### src/rtl/tcam_row_pkg.sv
package tcam_row_pkg;
    typedef enum logic [0:0] {
        S_IDLE   = 1'b0,
        S_REPORT = 1'b1
    } row_state_e;
endpackage

### src/rtl/tcam_row_cell.sv
module tcam_row_cell (
    input  logic clk,
    input  logic rst,
    input  logic care_set,
    input  logic care_rst,
    input  logic data_set,
    input  logic data_rst,
    input  logic search_bit,
    output logic miss,
    output logic care_q,
    output logic data_q
);
    // set pulse stores 0, reset pulse stores 1, both or neither hold
    always_ff @(posedge clk) begin
        if (rst) begin
            care_q <= 1'b0;
            data_q <= 1'b0;
        end else begin
            case ({care_set, care_rst})
                2'b10:   care_q <= 1'b0;
                2'b01:   care_q <= 1'b1;
                default: care_q <= care_q;
            endcase
            case ({data_set, data_rst})
                2'b10:   data_q <= 1'b0;
                2'b01:   data_q <= 1'b1;
                default: data_q <= data_q;
            endcase
        end
    end

    // compare uses the pre-edge stored values
    always_comb miss = care_q & (data_q ^ search_bit);
endmodule

### src/rtl/tcam_row_popcount.sv
module tcam_row_popcount #(
    parameter int WIDTH = 4,
    parameter int CNT_W = $clog2(WIDTH + 1)
) (
    input  logic [WIDTH-1:0] bits_in,
    output logic [CNT_W-1:0] count
);
    always_comb begin
        count = '0;
        for (int i = 0; i < WIDTH; i++) begin
            count = count + CNT_W'(bits_in[i]);
        end
    end
endmodule

### src/rtl/tcam_row.sv
module tcam_row
    import tcam_row_pkg::*;
#(
    parameter int WIDTH = 4,
    localparam int CNT_W = $clog2(WIDTH + 1)
) (
    input  logic             clk,
    input  logic             rst,
    input  logic [WIDTH-1:0] care_set,
    input  logic [WIDTH-1:0] care_rst,
    input  logic [WIDTH-1:0] data_set,
    input  logic [WIDTH-1:0] data_rst,
    input  logic             search_valid,
    input  logic [WIDTH-1:0] search_word,
    output logic             result_valid,
    output logic [WIDTH-1:0] miss_vec,
    output logic             match,
    output logic [CNT_W-1:0] miss_count
);
    logic [WIDTH-1:0] miss_now;
    logic [WIDTH-1:0] care_bits;
    logic [WIDTH-1:0] data_bits;
    logic [CNT_W-1:0] count_now;
    row_state_e       state_q;
    row_state_e       state_d;

    for (genvar g = 0; g < WIDTH; g++) begin : g_cell
        tcam_row_cell u_cell (
            .clk        (clk),
            .rst        (rst),
            .care_set   (care_set[g]),
            .care_rst   (care_rst[g]),
            .data_set   (data_set[g]),
            .data_rst   (data_rst[g]),
            .search_bit (search_word[g]),
            .miss       (miss_now[g]),
            .care_q     (care_bits[g]),
            .data_q     (data_bits[g])
        );
    end

    tcam_row_popcount #(.WIDTH(WIDTH), .CNT_W(CNT_W)) u_count (
        .bits_in (miss_now),
        .count   (count_now)
    );

    // next-state logic
    always_comb begin
        state_d = state_q;
        unique case (state_q)
            S_IDLE:   state_d = search_valid ? S_REPORT : S_IDLE;
            S_REPORT: state_d = search_valid ? S_REPORT : S_IDLE;
        endcase
    end

    // state register
    always_ff @(posedge clk) begin
        if (rst) state_q <= S_IDLE;
        else     state_q <= state_d;
    end

    // output process
    always_ff @(posedge clk) begin
        if (rst) begin
            miss_vec   <= '0;
            miss_count <= '0;
            match      <= 1'b1;
        end else if (search_valid) begin
            miss_vec   <= miss_now;
            miss_count <= count_now;
            match      <= ~|miss_now;
        end
    end

    always_comb result_valid = (state_q == S_REPORT);
endmodule

### config.mk
export PLATFORM = sky130hd
export DESIGN_NAME = tcam_row
export DESIGN_NICKNAME = d
export VERILOG_FILES = /design/src/rtl/tcam_row_pkg.sv /design/src/rtl/tcam_row_cell.sv /design/src/rtl/tcam_row_popcount.sv /design/src/rtl/tcam_row.sv
export SDC_FILE = /design/constraint.sdc
export NUM_CORES = 1
export LEC_CHECK = 0
export BUFFER_PORTS_ARGS = -buffer_cell sky130_fd_sc_hd__buf_2
export CORE_MARGIN = 5
export CORE_UTILIZATION = 50
export CTS_CLUSTER_DIAMETER = 40
export CTS_CLUSTER_SIZE = 20
export DETAILED_ROUTE_END_ITERATION = 8
export PLACE_DENSITY = 0.81
export SLEW_MARGIN = 40
export SYNTH_ARGS = -nofsm -noshare
export SYNTH_HDL_FRONTEND = slang
export SYNTH_SLANG_ARGS = --single-unit
export TNS_END_PERCENT = 1
### constraint.sdc
create_clock -name clk -period 4 [get_ports clk]
set_input_delay 0.8 -clock clk [delete_from_list [all_inputs] [get_ports clk]]
set_output_delay 0.8 -clock clk [all_outputs]
set_load 0.03 [all_outputs]
# Word level (Yosys, flattened, before mapping)
# Index checks and enable logic that the tools add are counted.
# op_classes
add_sub_neg	3
eq_ne	16
reduce_logical	10
muxes	9
n_bitwise	8
# op_table
operator	n
$eq 2x1->1 const B	8
$eq 2x2->1 const B	8
$pmux 1 s2	8
$reduce_bool 2->1	8
$add 3x1->3	2
$and 1x1->1	4
$reduce_or 4->1	1
$xor 1x1->1	4
$add 1x1->2	1
$logic_not 1->1	1
$mux 1	1
# totals
inputBits	23
reg_bits	17

# Logic depth before layout (Yosys ltp)
# depth
word_depth	5
ltp_mapped	7

# Modules after synthesis
# Synthesis repeated with hierarchy kept, for this count alone.
# hier_totals
cells_unflattened	85
hier_area_um2	845.8
# by_module_without_submodules
mod	seq_area_each_um2	area_per_inst_um2	cells_per_inst	n_inst
tcam_row_cell	40.0	115.1	12	4
tcam_row	180.2	321.6	29	1
tcam_row_popcount	0.0	63.8	8	1

# Worst setup path before layout
# Ideal clock, no wire load.
# synth_path
path_type	input port to flip-flop
from	in search_word[1]
to	reg miss_count[1]
t_required_ns	3.883
arrival_time_ns	2.131
setup_ns	0.117
n_path_buf	0
path_slack_ns	1.752
cell_stages	7
cell_sequence	xor2_1 > nand2_1 > ha_1 > fa_1 > ha_1 > mux2i_1 > nor2_1
# synth_between
elab_chain_cells	5
# synth_lines
element	line	source
from (decl)	tcam_row.sv:14	input logic [WIDTH-1:0] search_word,
$xor 1x1->1	tcam_row_cell.sv:33	always_comb miss = care_q & (data_q ^ search_bit);
$and 1x1->1	tcam_row_cell.sv:33	
$add 1x1->2	tcam_row_popcount.sv:11	count = count + CNT_W'(bits_in[i]);
$add 3x1->3 (2 in series)	tcam_row_popcount.sv:11	
net count_now[1]	tcam_row.sv:23	logic [CNT_W-1:0] count_now;
to (signal assigned)	tcam_row.sv:70	miss_count <= count_now;
to (decl)	tcam_row.sv:18	output logic [CNT_W-1:0] miss_count
# The timed path passes the listed nets, and every way through them passes these cells.
# A chain may end at the register's enable or synchronous reset.

# Worst setup path in the final report
# Ends and elaborated chain as after synthesis.

==> results.sh <==
export IMPL_status="finished clean"
export IMPL_fin_nets=157
export IMPL_clk_path_buf_depth=2
export IMPL_initial_core_util=0.5441
export IMPL_syn_nets=124
export IMPL_finalWirelength_um=1535
export IMPL_dr_pass1_iters=4
export IMPL_core_region_area_mm2=0.001559
export IMPL_clk_latency_ps=280
export IMPL_area_delta_synth_final_pct=21.83
export IMPL_antenna_found_initial=0
export IMPL_avgSynthCellArea_um2=9.532
export IMPL_irDropWorstVdd_v=0.0001949
export IMPL_io_pins=32
export IMPL_timing_rr_start="g_cell[1].u_cell.data_q"
export IMPL_r2r_cells=7
export IMPL_synth_top_area_frac=0.4012
export IMPL_critPathRequiredTime_ps=4170
export IMPL_report_final_slew_viol_count=0
export IMPL_fin_util=0.6629
export IMPL_fmax_mhz=464.6
export IMPL_r2r_setup_slack_ps=2090
export IMPL_synth_cells=89
export IMPL_synth_most_common_cell="dfxtp_1"
export IMPL_wl_per_cell_um=11.20
export IMPL_postCtsSetupBuffers=0
export IMPL_grt_pass1_wl_um=2532
export IMPL_min_to="miss_vec[0]"
export IMPL_criticalPathCategory="primary input to flop"
export IMPL_post_route_period_util=0.5380
export IMPL_final_area_mm2=0.001033
export IMPL_final_cells=137
export IMPL_postCtsHoldBufs=0
export IMPL_p_per_area_mw_per_mm2=313.5
export IMPL_clockRootBuffer="clkbuf_4"
export IMPL_cts_num_sinks=17
export IMPL_p_sw_w=0.00008508
export IMPL_antenna_cells=0
export IMPL_ys_ff_latch=17
export IMPL_critical_path_startpoint_type="primary input"
export IMPL_dieArea_mm2=0.002620
export IMPL_rows=14
export IMPL_grt_usage=0.1256
export IMPL_combPwrFrac=0.168
export IMPL_cp_arrival_ps=2320
export IMPL_clock_skew_final_ps=4.468
export IMPL_dp_cells=133
export IMPL_htreeDepth=1
export IMPL_path_max_fanout=2
export IMPL_vias_per_cell=4.876
export IMPL_p_leak_nw=0.5935
export IMPL_p_clk_frac=0.278
export IMPL_yosysTopAreaCell="dfxtp_1"
export IMPL_synth_edf_count=0
export IMPL_p_int_w=0.0002390
export IMPL_rsz0062_at_grt="no"
export IMPL_grt_max_degree=18
export IMPL_drv_cap=0
export IMPL_routed_via_count=668
export IMPL_die_w_um=51.19
export IMPL_finalSetupTns_ps=0
export IMPL_yosys_most_used_dff="dfxtp_1"
export IMPL_place_area_mm2=0.001006
export IMPL_synth_cell_types=14
export IMPL_hold_viol_final=0
export IMPL_netlist_top_cells_area="dfxtp_1, ha_1, mux2i_1, nor2_1, inv_1"
export IMPL_drcViolationCount=0
export IMPL_numPortBuffers=31
export IMPL_cts_clk_slew_worst_paths_ps=100
export IMPL_hold_class="flop to flop"
export IMPL_dp_hpwl_um=1262
export IMPL_overflow=0
export IMPL_netlist_area_um2=848.3
export IMPL_drive_above_1_share=0.3140
export IMPL_synthArstFlopShare=0
export IMPL_worstHoldPathCells=2
export IMPL_finalSetupViolations=0
export IMPL_worstSetupEndpointType="flop"
export IMPL_cts_buffers=3
export IMPL_r2r_end="miss_count[1]"
export IMPL_pwr_share_seq=0.554
export IMPL_hold_start="miss_vec[0]"
export IMPL_synth_commonest_cells="dfxtp_1, nor2_1, ha_1, inv_1, mux2i_1"
export IMPL_cts_tree="built"
export IMPL_cts_repair_resized=0
export IMPL_power_w=0.0003240
export IMPL_ant_nets=0
export IMPL_die_y_um=51.19
export IMPL_power_switching_fraction=0.2626
export IMPL_tightest_slew_ps=295.3
export IMPL_yosysWarnings=0
export IMPL_place_congestion=0.7664
export IMPL_slew_headroom=0.8032
export IMPL_drt_initial_drc_count=20
export IMPL_layout_min_cycle_time_ps=2152
export IMPL_grt_pass1_vias=679
export IMPL_yosysSeqAreaShare=0.4012
## final cells by class
cell class | instances | area (µm²)
Fill cell | 130 | 525.5
Inverter | 11 | 41.29
Tap cell | 16 | 20.02
Clock buffer | 3 | 22.52
Timing Repair Buffer | 31 | 155.1
Multi-Input combinational cell | 58 | 449.2
Sequential cell | 17 | 340.3
Clock inverter | 1 | 5.005
## critical path: stages
cell and delay, ps:
buf_2 100, xor2_1 160, nand2_1 110, ha_1 320
fa_1 370, ha_1 270, mux2i_1 130, nor2_1 50
## layout by cell type, fill, tap and decap left out
cell      count
a21oi_1       5
nand3_1       4
inv_1        11
buf_2        31
clkinv_2      1
clkbuf_4      3
fa_1          1
xor2_1        4
mux2i_1      11
nor2_1       12
ha_1         11
nand2_1       7
o31ai_2       1
dfxtp_1      17
and2_4        2
## flip-flops by register name, indices dropped and copies added, names as in the netlist
signal / cells
g_cell.u_cell.care_q: 4
g_cell.u_cell.data_q: 4
miss_vec: 4
miss_count: 3
match: 1
result_valid: 1
## worst max path at each step
stage                              start             to  slack, ps  depth (start not counted)
final                     search_word[1]  miss_count[1]       1850                          8
after global routing      search_word[1]  miss_count[1]       1740                          8
after CTS                 search_word[1]  miss_count[1]       1850                          8
after detailed placement  search_word[1]  miss_count[1]       1540                          8
after global placement    search_word[1]  miss_count[1]       1600                          8
after floorplan           search_word[1]  miss_count[1]       1750                          7
## cells by family after synthesis
| kind of cell | Yosys count | share of synthesized area |
|---|---|---|
| compound gates | 6 | 0.04424 |
| mux | 11 | 0.1298 |
| flops | 17 | 0.4012 |
| xor+xnor | 4 | 0.04129 |
| buf+inv | 14 | 0.06933 |
| fa+ha+maj | 12 | 0.1858 |
| simple gates | 25 | 0.1283 |
## per-stage QoR
step / hold slack, ps / setup slack, ps
2_1_floorplan: 469.4 / 1752
5_1_grt: 494.1 / 1744
6_report: 467.9 / 1848
3_3_place_gp: 451.6 / 1597
3_5_place_dp: 456.6 / 1539
4_1_cts: 474.5 / 1849
## metal layers
metal  vias to the layer above  wire length (µm)  GRT usage
met5                         -                 0          0
met4                         0                 0    0.04036
met3                         0                94    0.02616
met2                        20               769     0.2446
met1                       299               671     0.1324
li1                        349                 -          -
## power groups by stage
| stage | sequential [W] | combinational [W] | clock [W] |
|---|---|---|---|
| 2_1_floorplan | 0.000188 | 0.0000322 | 0 |
| 3_3_place_gp | 0.000183 | 0.0000527 | 0 |
| 3_5_place_dp | 0.000184 | 0.0000546 | 0 |
| 4_1_cts | 0.000180 | 0.0000549 | 0.0000928 |
| 5_1_grt | 0.000181 | 0.0000615 | 0.000100 |
| 6_report | 0.000180 | 0.0000544 | 0.0000900 |
(Power assumes the default switching activity.)
